## config.mk

```make
export PLATFORM = sky130hd
export DESIGN_NAME = tx100_pcs_enc
export DESIGN_NICKNAME = d
export VERILOG_FILES = /design/src/rtl/tx_pcs_pkg.sv /design/src/rtl/txp_slot_timer.sv /design/src/rtl/txp_framer.sv /design/src/rtl/txp_serializer.sv /design/src/rtl/txp_scrambler.sv /design/src/rtl/txp_mlt3.sv /design/src/rtl/tx100_pcs_enc.sv
export SDC_FILE = /design/constraint.sdc
export NUM_CORES = 1
export LEC_CHECK = 0
export BUFFER_PORTS_ARGS = -buffer_cell sky130_fd_sc_hd__buf_2
export CAP_MARGIN = 20
export CORE_MARGIN = 1
export CORE_UTILIZATION = 30
export DETAILED_ROUTE_END_ITERATION = 10
export PLACE_DENSITY = 0.5
export RECOVER_POWER = 25
export SLEW_MARGIN = 30
export SYNTH_ARGS = -nofsm -noshare
export SYNTH_HDL_FRONTEND = slang
export SYNTH_SLANG_ARGS = --single-unit
```

## constraint.sdc

```tcl
create_clock -name clk -period 1.35 [get_ports clk]
set_input_delay 0.135 -clock clk [delete_from_list [all_inputs] [get_ports clk]]
set_output_delay 0.135 -clock clk [all_outputs]
set_load 0.02 [all_outputs]
```

## src/rtl/tx_pcs_pkg.sv

```systemverilog
package tx_pcs_pkg;

  localparam int CG_W = 5;
  typedef logic [CG_W-1:0] cg_t;

  localparam cg_t CG_IDLE = 5'b11111;
  localparam cg_t CG_J    = 5'b11000;
  localparam cg_t CG_K    = 5'b10001;
  localparam cg_t CG_T    = 5'b01101;
  localparam cg_t CG_R    = 5'b00111;
  localparam cg_t CG_H    = 5'b00100;

  typedef enum logic [1:0] {
    FS_IDLE,
    FS_SEND_K,
    FS_DATA,
    FS_SEND_R
  } frm_state_e;

  localparam logic signed [1:0] LVL_ZERO = 2'sb00;
  localparam logic signed [1:0] LVL_POS  = 2'sb01;
  localparam logic signed [1:0] LVL_NEG  = 2'sb11;

  function automatic cg_t map_4b5b(input logic [3:0] nib);
    cg_t c;
    case (nib)
      4'h0: c = 5'b11110;
      4'h1: c = 5'b01001;
      4'h2: c = 5'b10100;
      4'h3: c = 5'b10101;
      4'h4: c = 5'b01010;
      4'h5: c = 5'b01011;
      4'h6: c = 5'b01110;
      4'h7: c = 5'b01111;
      4'h8: c = 5'b10010;
      4'h9: c = 5'b10011;
      4'hA: c = 5'b10110;
      4'hB: c = 5'b10111;
      4'hC: c = 5'b11010;
      4'hD: c = 5'b11011;
      4'hE: c = 5'b11100;
      default: c = 5'b11101;
    endcase
    return c;
  endfunction

endpackage

```

## src/rtl/txp_slot_timer.sv

```systemverilog
module txp_slot_timer #(
  parameter int SLOT_LEN = 5
) (
  input  logic clk,
  input  logic rst_n,
  output logic tick
);
  localparam int PH_W = (SLOT_LEN > 1) ? $clog2(SLOT_LEN) : 1;
  localparam logic [PH_W-1:0] PH_LAST = PH_W'(SLOT_LEN - 1);

  logic [PH_W-1:0] phase_q;

  always_ff @(posedge clk or negedge rst_n) begin
    if (!rst_n)              phase_q <= '0;
    else if (phase_q == PH_LAST) phase_q <= '0;
    else                     phase_q <= phase_q + 1'b1;
  end

  assign tick = (phase_q == PH_LAST);


  tick_spacing_chk: assert property (@(posedge clk) disable iff (!rst_n)
    tick |=> !tick);

endmodule

```

## src/rtl/txp_framer.sv

```systemverilog
module txp_framer
  import tx_pcs_pkg::*;
(
  input  logic       clk,
  input  logic       rst_n,
  input  logic       tick,
  input  logic       tx_en,
  input  logic       tx_er,
  input  logic [3:0] txd,
  output cg_t        cg_next
);
  frm_state_e st_q, st_d;

  always_comb begin
    st_d    = st_q;
    cg_next = CG_IDLE;
    unique case (st_q)
      FS_IDLE: begin
        if (tx_en) begin
          cg_next = CG_J;
          st_d    = FS_SEND_K;
        end
      end
      FS_SEND_K: begin
        cg_next = CG_K;
        st_d    = FS_DATA;
      end
      FS_DATA: begin
        if (!tx_en) begin
          cg_next = CG_T;
          st_d    = FS_SEND_R;
        end else if (tx_er) begin
          cg_next = CG_H;
        end else begin
          cg_next = map_4b5b(txd);
        end
      end
      default: begin
        cg_next = CG_R;
        st_d    = FS_IDLE;
      end
    endcase
  end

  always_ff @(posedge clk or negedge rst_n) begin
    if (!rst_n)    st_q <= FS_IDLE;
    else if (tick) st_q <= st_d;
  end


  r_then_idle_chk: assert property (@(posedge clk) disable iff (!rst_n)
    (tick && st_q == FS_SEND_R) |=> (st_q == FS_IDLE));


  j_then_k_chk: assert property (@(posedge clk) disable iff (!rst_n)
    (tick && st_q == FS_IDLE && tx_en) |=> (st_q == FS_SEND_K));


  hold_between_ticks_chk: assert property (@(posedge clk) disable iff (!rst_n)
    !tick |=> $stable(st_q));

endmodule

```

## src/rtl/txp_serializer.sv

```systemverilog
module txp_serializer
  import tx_pcs_pkg::*;
(
  input  logic clk,
  input  logic rst_n,
  input  logic load,
  input  cg_t  cg_in,
  output logic bit_out
);
  cg_t sreg_q;

  always_ff @(posedge clk or negedge rst_n) begin
    if (!rst_n)    sreg_q <= CG_IDLE;
    else if (load) sreg_q <= cg_in;
    else           sreg_q <= {sreg_q[CG_W-2:0], 1'b0};
  end

  assign bit_out = sreg_q[CG_W-1];

endmodule

```

## src/rtl/txp_scrambler.sv

```systemverilog
module txp_scrambler #(
  parameter int POLY_HI = 11,
  parameter int POLY_LO = 9,
  parameter logic [POLY_HI-1:0] SEED = '1
) (
  input  logic clk,
  input  logic rst_n,
  input  logic plain_bit,
  output logic scr_bit
);
  localparam int TAP_A = POLY_HI - 1;
  localparam int TAP_B = POLY_LO - 1;

  logic [POLY_HI-1:0] lfsr_q;
  logic               key;

  assign key     = lfsr_q[TAP_A] ^ lfsr_q[TAP_B];
  assign scr_bit = plain_bit ^ key;

  always_ff @(posedge clk or negedge rst_n) begin
    if (!rst_n) lfsr_q <= SEED;
    else        lfsr_q <= {lfsr_q[POLY_HI-2:0], key};
  end


  lfsr_nonzero_chk: assert property (@(posedge clk) disable iff (!rst_n)
    lfsr_q != '0);

endmodule

```

## src/rtl/txp_mlt3.sv

```systemverilog
module txp_mlt3
  import tx_pcs_pkg::*;
(
  input  logic              clk,
  input  logic              rst_n,
  input  logic              bit_in,
  output logic signed [1:0] lvl
);
  logic [1:0] step_q;

  always_ff @(posedge clk or negedge rst_n) begin
    if (!rst_n)      step_q <= 2'd0;
    else if (bit_in) step_q <= step_q + 2'd1;
  end

  always_comb begin
    if (!step_q[0])     lvl = LVL_ZERO;
    else if (step_q[1]) lvl = LVL_NEG;
    else                lvl = LVL_POS;
  end


  mlt_hold_chk: assert property (@(posedge clk) disable iff (!rst_n)
    !bit_in |=> $stable(lvl));


  mlt_move_chk: assert property (@(posedge clk) disable iff (!rst_n)
    bit_in |=> (lvl != $past(lvl)));

endmodule

```

## src/rtl/tx100_pcs_enc.sv

```systemverilog
module tx100_pcs_enc
  import tx_pcs_pkg::*;
#(
  parameter int           LFSR_HI   = 11,
  parameter int           LFSR_LO   = 9,
  parameter logic [LFSR_HI-1:0] LFSR_SEED = 11'h5A3
) (
  input  logic              clk,
  input  logic              rst_n,
  input  logic              tx_en,
  input  logic              tx_er,
  input  logic [3:0]        txd,
  output logic              tx_nib_tick,
  output logic signed [1:0] line_lvl
);
  cg_t  cg_next;
  logic code_bit;
  logic scr_bit;

  txp_slot_timer #(.SLOT_LEN(CG_W)) u_timer (
    .clk  (clk),
    .rst_n(rst_n),
    .tick (tx_nib_tick)
  );

  txp_framer u_framer (
    .clk    (clk),
    .rst_n  (rst_n),
    .tick   (tx_nib_tick),
    .tx_en  (tx_en),
    .tx_er  (tx_er),
    .txd    (txd),
    .cg_next(cg_next)
  );

  txp_serializer u_ser (
    .clk    (clk),
    .rst_n  (rst_n),
    .load   (tx_nib_tick),
    .cg_in  (cg_next),
    .bit_out(code_bit)
  );

  txp_scrambler #(
    .POLY_HI(LFSR_HI),
    .POLY_LO(LFSR_LO),
    .SEED   (LFSR_SEED)
  ) u_scr (
    .clk      (clk),
    .rst_n    (rst_n),
    .plain_bit(code_bit),
    .scr_bit  (scr_bit)
  );

  txp_mlt3 u_mlt (
    .clk   (clk),
    .rst_n (rst_n),
    .bit_in(scr_bit),
    .lvl   (line_lvl)
  );


  reset_level_chk: assert property (@(posedge clk)
    !rst_n |-> (line_lvl == LVL_ZERO));

endmodule

```

# Yosys cells after proc, flatten, opt, wreduce, memory -nomap -nowiden
# Memories as Yosys holds them, arrays and structs flattened.
# Index checks and enable logic that the tools add are counted.
[op_classes]
addsub = 2
n_mul = 0
div = 0
magnitude_cmp = 0
n_eq_ne = 5
n_shift = 0
n_mux = 11
bitwise = 2
n_reduce_logical = 2
[op_table]
columns = ["cell", "count"]
rows = [
  ["$mux W5", 3],
  ["$pmux W5 S3", 1],
  ["$mux W2", 4],
  ["$mux W3", 2],
  ["$pmux W2 S3", 1],
  ["$ne A2 B2 Y1 const B", 2],
  ["$add A3 B1 Y3 const B", 1],
  ["$eq A3 B3 Y1 const B", 1],
  ["$reduce_and A3 Y1", 1],
  ["$add A2 B1 Y2 const B", 1],
  ["$eq A2 B1 Y1 const B", 1],
  ["$eq A2 B2 Y1 const B", 1],
  ["$logic_not A2 Y1", 1],
  ["$xor A1 B1 Y1", 2],
]
[totals]
ff_bits = 23
latchBits = 0
mem_bits_rw = 0
mem_bits_ro = 80
inputBits = 8
out_inout_bits = 3
word_cells = 28
mem_count = 1
[mem_list]
columns = ["name", "depth", "width", "read_ports", "rd_clocked_by_memory_dff", "wr", "line", "source"]
rows = [
  ["(no name shown)", 16, 5, 1, 0, 0, "tx_pcs_pkg.sv:26", "case (nib)"],
]

# Depth between registers and ports, before layout
# Gate-level depths: netlist (run 1).
# An unclocked memory read counts as a cell.
[depth]
depth_word = 5
depth_mapped = 6
ltp_nobuf = 6

# Cells and area by module
# A second synthesis (run 1) with hierarchy kept.
[hier_totals]
hier_cells = 82
area_unflattened_um2 = 1056.0
[by_module_without_submodules]
columns = ["module", "n_inst", "cells_per_inst", "area_each_um2", "seq_area_each_um2"]
rows = [
  ["txp_framer", 1, 41, 317.8, 50.0],
  ["txp_scrambler", 1, 13, 315.3, 282.8],
  ["txp_serializer", 1, 10, 183.9, 131.4],
  ["txp_slot_timer", 1, 12, 145.1, 75.1],
  ["txp_mlt3", 1, 6, 93.8, 50.0],
]

# Worst setup path before layout (run 1)
# No wires, ideal clock.
[synth_timing]
path_type = "register to register"
from = "reg u_framer.st_q[0]"
to = "reg u_framer.st_q[1]"
setup_time_ns = 0.125
arrival_time_ns = 1.325
t_required_ns = 1.225
slack_ns = -0.100
path_stages_with_launch = 6
n_path_buf = 0
synth_period_minus_slack_ns = 1.450
cell_sequence = "dfrtp_1 > inv_1 > ha_1 > nor2b_1 > a211oi_1 > mux2_2"
[synth_between]
elab_chain_len = 3
elab_cells_between_ends = 7
cone_classes = "eq/ne (4); mux (1); reduce/logical (2)"
[synth_lines]
columns = ["item", "line", "source"]
rows = [
  ["from (decl)", "txp_framer.sv:12", "frm_state_e st_q, st_d;"],
  ["from (signal assigned)", "txp_framer.sv:47", "else if (tick) st_q <= st_d;"],
  ["$eq A2 B2 Y1 or $logic_not A2 Y1 (tied branches)", "txp_framer.sv:17", "unique case (st_q)"],
  ["$ne A2 B2 Y1 (no source line)", "-", ""],
  ["$reduce_and A3 Y1 (no source line)", "-", ""],
]
# Parallel ways exist; a longest one is shown, timed or not.
# A chain may end at the register's enable or synchronous reset.

# Worst setup path in the final report (run 1)
[layout_timing]
from = "reg u_framer.st_q[1]"
to = "reg u_framer.st_q[1]"
# The elaborated chain is that of the path after synthesis.

==> results of run 1 <==
-- kinds of logic (layout without fill, tap and decap cells) --
group,Yosys count,in the layout,share of synthesized area [%]
simple gates,20,20,10.49
compound gates,15,15,11.61
flops,23,23,58.80
mux,3,3,3.620
xor+xnor,3,3,3.372
fa+ha+maj,7,7,8.739
buf+inv,8,41,3.371
-- through the flow --
step	area (um2)	worst slack, ns	TNS, ns	instances
floorplan	1012	-0.02092	-0.02092	79
global placement	1200	-0.01264	-0.01522	144
detailed placement	1200	-0.04492	-0.09539	144
CTS	1358	-0.04196	-0.1009	157
global route	1420	-0.07474	-0.1788	156
finish	1420	-0.01914	-0.02373	156
-- layer usage --
layer	part of all wire (%)	vias up	track usage [%]
li1	-	338	-
met4	1.9	0	5.980
met5	0	-	0
met1	49	329	15.68
met2	46	13	19.52
met3	2.8	4	2.597
-- power by group --
group          switching (uW)  leakage (uW)  internal, uW
Clock                     206     0.0000177           111
Sequential               74.8      0.000268           803
Combinational             494      0.000364           691
Total                     776      0.000651          1600
-- cells in the final DEF (no fill, tap or decap), drive strengths merged, types with 2 or more instances in the layout --
cell / netlist / layout
clkbuf: 0 / 4
dfrtp: 12 / 12
nand2: 2 / 2
nor3: 2 / 2
inv: 6 / 6
a21oi: 2 / 2
nand2b: 3 / 3
mux2: 2 / 2
clkinv: 1 / 2
o21ai: 2 / 2
nor2b: 3 / 3
o41ai: 2 / 2
ha: 7 / 7
xnor2: 2 / 2
nor2: 6 / 6
dfstp: 11 / 11
a31oi: 2 / 2
buf: 1 / 28
-- critical path, stage by stage (launching register included) --
cell      delay, ns
dfrtp_2        0.44
inv_2          0.06
ha_4           0.16
nor2b_4        0.12
a211oi_2       0.17
mux2_4         0.32
-- final timing paths --
kind	from	to	slack, ns	cells after the start
min	txd[2]	u_ser.sreg_q[1]	0.14	4
min in group asynchronous	rst_n	u_timer.phase_q[0]	0.33	2
min reg2reg	u_scr.lfsr_q[7]	u_scr.lfsr_q[8]	0.37	0
max	u_framer.st_q[1]	u_framer.st_q[1]	-0.02	5
max in group asynchronous	rst_n	u_framer.st_q[1]	0.62	2
max reg2reg	u_framer.st_q[1]	u_framer.st_q[1]	-0.02	5
-- state kept, by name, indices dropped and copies added (netlist names) --
register and flops:
u_ser.sreg_q 5, u_framer.st_q 2, u_mlt.step_q 2, u_timer.phase_q 3
u_scr.lfsr_q 11
-- cells in the mapped netlist --
| master | n | area, um2 |
|---|---|---|
| a2bb2oi_1 | 1 | 8.760 |
| a22oi_1 | 1 | 7.510 |
| nand2_1 | 2 | 7.510 |
| nand3b_1 | 1 | 7.510 |
| nor3_1 | 2 | 10.01 |
| o21ai_0 | 2 | 10.01 |
| a21oi_1 | 2 | 10.01 |
| inv_1 | 6 | 22.52 |
| o211a_1 | 1 | 10.01 |
| nor2b_1 | 3 | 18.77 |
| o311ai_0 | 1 | 8.760 |
| dfrtp_1 | 12 | 300.3 |
| ha_1 | 7 | 87.58 |
| o41ai_1 | 1 | 8.760 |
| nand2b_1 | 3 | 18.77 |
| o211ai_1 | 1 | 7.510 |
| clkinv_1 | 1 | 3.750 |
| xor2_2 | 1 | 16.27 |
| xnor2_1 | 2 | 17.52 |
| o41ai_2 | 1 | 16.27 |
| nor2_1 | 6 | 22.52 |
| a211o_1 | 1 | 8.760 |
| nand3_1 | 1 | 5.000 |
| a31oi_1 | 2 | 12.51 |
| mux2_4 | 1 | 15.01 |
| mux2_2 | 1 | 11.26 |
| or3_1 | 1 | 6.260 |
| mux2i_1 | 1 | 10.01 |
| dfstp_2 | 11 | 289.0 |
| a211oi_1 | 1 | 7.510 |
| buf_4 | 1 | 7.510 |
| and3b_1 | 1 | 8.760 |
-- cell type report --
class / instances / share of cell area [%]
clock buffer: 3 / 1.586
clock inverter: 1 / 0.3524
inverter: 7 / 2.203
multi-input combinational: 48 / 35.42
sequential: 23 / 41.59
tap: 44 / 3.877
timing repair buffer: 30 / 14.98
-- repair_timing --
| item | CTS | global route |
|---|---|---|
| resized for setup | 15 | 15 |
| pin swaps | 4 | 7 |
| setup endpoints to repair | 7 | 9 |
| hold buffers | 1 | 0 |
| endpoints found under the hold margin | 12 | 0 |
| buffers inserted | 8 | 0 |
==> flow_metrics.env, run 1 <==
export IMPL_run_status="finished, violations left"
export IMPL_failed_checks="setup timing"
export IMPL_num_fill_cells=302
export IMPL_finish_net_count=128
export IMPL_holdWs_ns=0.1421
export IMPL_worst_clock_skew_ns=0.004557
export IMPL_achievable_frequency_mhz=730.4
export IMPL_final_hpwl_from_detailed_placement_um=1253
export IMPL_die_w_um=59.80
export IMPL_number_of_cell_rows=20
export IMPL_drt_first_pass_iters=3
export IMPL_worstSetupStartpointType="flop"
export IMPL_sequential_cell_area_um2=590.6
export IMPL_rsz0062_at_grt="yes"
export IMPL_worstSetupPathType="flop to flop"
export IMPL_min_delay_path_class="primary input to flop"
export IMPL_die_h_um=59.80
export IMPL_finalHoldViolations=0
export IMPL_final_max_slew_viol_count=0
export IMPL_viasPerCell=4.385
export IMPL_maximum_number_of_pins_on_one_net_before_global_route_repair=24
export IMPL_static_leakage_power_uw=0.0006505
export IMPL_synth_yosys_warnings=0
export IMPL_max_slew_margin_pct=62.12
export IMPL_antenna_diode_count=0
export IMPL_place_port_buffers=10
export IMPL_vdd_ir_drop_max_v=0.0008272
export IMPL_global_route_usage_total_pct=12.23
export IMPL_pin_count=11
export IMPL_critical_path_arrival_ns=1.58
export IMPL_finalWorstSetupSlack_ns=-0.01914
export IMPL_num_vias=684
export IMPL_htree_levels=1
export IMPL_coreArea_um2=3103
export IMPL_multi_input_gate_area_um2=503.0
export IMPL_drtAntennaViolNets=0
export IMPL_synth_fp_nets=94
export IMPL_synth_distinct_cells=32
export IMPL_grt_pass1_vias=698
export IMPL_maxCapViolCount=0
export IMPL_cp_required_ns=1.56
export IMPL_post_drt_wl_per_cell_um=11.75
export IMPL_grt_first_pass_wirelength_um=3146
export IMPL_power_total_uw=2380
export IMPL_postSynthCellCount=79
export IMPL_post_route_util_pct=45.77
export IMPL_synth_seq_cells=23
export IMPL_max_clock_path_buffers=2
export IMPL_syn_to_final_growth_pct=41.70
export IMPL_dieArea_um2=3576
export IMPL_clkTransAtPathRegs_ns=0.13
export IMPL_clk_insertion_delay_late_ns=0.31
export IMPL_number_of_design_rule_violations_left_by_the_first_detailed_router_iteration=6
export IMPL_post_route_period_util_pct=101.4
export IMPL_floorplan_initialDensity_pct=32.30
export IMPL_grt_overflow_total=0
export IMPL_clock_tree_from_tritoncts="yes"
export IMPL_synth_sequential_area_ratio_pct=58.80
export IMPL_synthesis_area_per_instance_um2=12.69
export IMPL_root_buffer="clkbuf_4"
export IMPL_pwr_density_cell_nw_per_um2=1676
export IMPL_tightestPinTransition_ns=0.5683
export IMPL_final_layout_size_suffix_gt1_share_pct=58.04
export IMPL_clock_sinks=23
export IMPL_tritoncts_num_buffers=3
export IMPL_synth_area_um2=1002
export IMPL_grt_antenna_before_repair=0
export IMPL_period_minus_slack_ns=1.369
export IMPL_critical_path_endpoint_type="flop"
export IMPL_worst_path_max_fanout=3
export IMPL_gp_congestion=0.7327
export IMPL_setup_viol=2
export IMPL_drc_errors=0
export IMPL_wirelength_um=1833
No activity file was read; power rests on OpenSTA's default activity.
==> run 2, diff against run 1 <==
--- a/config.mk
+++ b/config.mk
@@ -12,6 +12,7 @@
 export DETAILED_ROUTE_END_ITERATION = 10
 export PLACE_DENSITY = 0.5
 export RECOVER_POWER = 25
+export SKIP_CTS_REPAIR_TIMING = 1
 export SLEW_MARGIN = 30
 export SYNTH_ARGS = -nofsm -noshare
 export SYNTH_HDL_FRONTEND = slang
==> run 2 against run 1 <==
  * The flow still finishes with violations (setup timing)
  * Wire length is essentially flat
  * Die area unchanged
  * Hold slack lost 0.0085 ns
  * Via count up 1.9%
  * Core utilization shrank 1.1 points
  * Sequential cell count unchanged
  * Count of clock-buffer cells in the layout did not move
  * Power decreased by 6.3%
  * Critical path depth grew 2
  * Register-to-register slack got worse by 0.05 ns
  * First-iteration DRC count increased to 2.8 times the previous value
  * Design area shrank 2.4%
  * Critical endpoint is now u_framer.st_q[0]
  * Highest routed layer unchanged
==> flow_metrics.env, run 2 (same netlist as run 1, synthesis figures left out) <==
export IMPL_run_status="finished, violations left"
export IMPL_failed_checks="setup timing"
export IMPL_min_delay_path_class="primary input to flop"
export IMPL_antenna_diode_count=0
export IMPL_clkTransAtPathRegs_ns=0.13
export IMPL_grt_overflow_total=0
export IMPL_dieArea_um2=3576
export IMPL_finish_net_count=129
export IMPL_worstSetupPathType="flop to flop"
export IMPL_worst_path_max_fanout=4
export IMPL_coreArea_um2=3103
export IMPL_vdd_ir_drop_max_v=0.0007835
export IMPL_grt_first_pass_wirelength_um=2842
export IMPL_number_of_design_rule_violations_left_by_the_first_detailed_router_iteration=17
export IMPL_worst_clock_skew_ns=0.003943
export IMPL_place_inst=144
export IMPL_finalHoldViolations=0
export IMPL_drt_first_pass_iters=4
export IMPL_final_layout_size_suffix_gt1_share_pct=53.98
export IMPL_finalNonFillerCells=157
export IMPL_final_max_slew_viol_count=0
export IMPL_grt_antenna_before_repair=0
export IMPL_period_minus_slack_ns=1.424
export IMPL_num_fill_cells=303
export IMPL_worstSetupStartpointType="flop"
export IMPL_critical_path_arrival_ns=1.67
export IMPL_max_clock_path_buffers=2
export IMPL_tightestPinTransition_ns=0.5136
export IMPL_power_total_uw=2231
export IMPL_largest_register_ffs=11
export IMPL_multi_input_gate_area_um2=462.9
export IMPL_root_buffer="clkbuf_4"
export IMPL_holdWs_ns=0.1336
export IMPL_wirelength_um=1832
export IMPL_gp_congestion=0.7327
export IMPL_timing_critical_path_mode_cell="buf_4"
export IMPL_drtAntennaViolNets=0
export IMPL_tritoncts_num_buffers=3
export IMPL_sequential_cell_area_um2=590.6
export IMPL_cp_required_ns=1.59
export IMPL_htree_levels=1
export IMPL_crit_chain="inv_1 > ha_2 > nand2_4 > buf_4 > buf_4 > a211o_1 > a22oi_1"
export IMPL_top_register="u_scr.lfsr_q"
export IMPL_pwr_density_cell_nw_per_um2=1610
export IMPL_post_drt_wl_per_cell_um=11.67
export IMPL_most_common_cell_after_layout_fill_and_taps_aside="buf_4"
export IMPL_max_slew_margin_pct=65.76
export IMPL_viasPerCell=4.439
export IMPL_maxCapViolCount=0
export IMPL_final_design_area_no_fill_um2=1386
export IMPL_clock_tree_from_tritoncts="yes"
export IMPL_drc_errors=0
export IMPL_critical_path_buffer_and_inverter_count=3
export IMPL_syn_to_final_growth_pct=38.33
export IMPL_crit_path_max_incr_delay_ns=0.41
export IMPL_finalWorstSetupSlack_ns=-0.07374
export IMPL_clock_sinks=23
export IMPL_clk_insertion_delay_late_ns=0.31
export IMPL_static_leakage_power_uw=0.0006475
export IMPL_timing_critical_path_max_delay_family="flip-flops"
export IMPL_global_route_usage_total_pct=11.13
export IMPL_die_h_um=59.80
export IMPL_final_hpwl_from_detailed_placement_um=1253
export IMPL_die_w_um=59.80
export IMPL_mostFrequentLayoutCells="buf_4 (19), dfrtp_1 (11), dfstp_2 (11), buf_2 (9), nor2_1 (6)"
export IMPL_grt_pass1_vias=632
export IMPL_num_vias=697
export IMPL_maximum_number_of_pins_on_one_net_before_global_route_repair=24
export IMPL_pin_count=11
export IMPL_floorplan_initialDensity_pct=32.30
export IMPL_post_route_period_util_pct=105.5
export IMPL_number_of_cell_rows=20
export IMPL_critical_path_endpoint_type="flop"
export IMPL_critPathSlowestCell="dfrtp_1"
export IMPL_achievable_frequency_mhz=702.4
export IMPL_setup_viol=5
export IMPL_placedInstanceArea_um2=1200
export IMPL_place_port_buffers=10
export IMPL_rsz0062_at_grt="yes"
export IMPL_largest_registers="u_scr.lfsr_q: 11 flops, u_ser.sreg_q: 5 flops, u_timer.phase_q: 3 flops"
[run 2: changes by cell type in the layout (fill, tap and decap cells not counted), moves of 2 or more]
| cell | previous run | this run |
|---|---|---|
| ha_2 | 0 | 2 |
| ha_4 | 5 | 2 |
| inv_1 | 2 | 4 |
| inv_2 | 4 | 2 |
[run 2: area by class of cell]
cell class                      count  share of cell area [%]
Clock buffer                        3                   1.625
Inverter                            7                   2.166
Timing Repair Buffer               31                   15.88
Sequential cell                    23                   42.60
Tap cell                           44                   3.971
Clock inverter                      1                  0.3610
Multi-Input combinational cell     48                   33.39
[run 2: final timing paths]
| check | startpoint | to | slack [ns] | cells after the start |
|---|---|---|---|---|
| min reg2reg | u_scr.lfsr_q[0] | u_scr.lfsr_q[1] | 0.37 | 0 |
| max reg2reg | u_timer.phase_q[1] | u_framer.st_q[0] | -0.07 | 7 |
| max | u_timer.phase_q[1] | u_framer.st_q[0] | -0.07 | 7 |
| max in group asynchronous | rst_n | u_scr.lfsr_q[5] | 0.68 | 2 |
| min in group asynchronous | rst_n | u_timer.phase_q[0] | 0.31 | 2 |
| min | txd[2] | u_ser.sreg_q[1] | 0.13 | 4 |
[run 2: layer usage]
layer  global-route usage (%)  vias up  wire length [um]
li1                         -      343                 -
met1                    14.72      337               903
met2                    16.83       13               836
met3                    2.597        4                51
met4                    5.980        0                41
met5                        0        -                 0
[run 2: worst min-delay path, stage by stage]
cell and delay, ns:
buf_2 0.11, nand3_1 0.07, o311ai_1 0.08, a31oi_1 0.08
[run 2: through the flow]
| step | util (%) | worst slack [ns] | TNS, ns |
|---|---|---|---|
| detailed placement | 38.67 | -0.04492 | -0.09539 |
| finish | 44.68 | -0.07374 | -0.2508 |
| global placement | 38.67 | -0.01264 | -0.01522 |
| floorplan | - | -0.02092 | -0.02092 |
| CTS | 39.56 | -0.2825 | -0.4966 |
| global route | 44.68 | -0.1594 | -0.7071 |
[run 2: power breakdown]
group / internal (uW) / switching [uW] / leakage, uW
combinational: 598 / 440 / 0.000361
clock: 111 / 208 / 0.0000177
sequential: 803 / 72.1 / 0.000268
total: 1510 / 720 / 0.000648
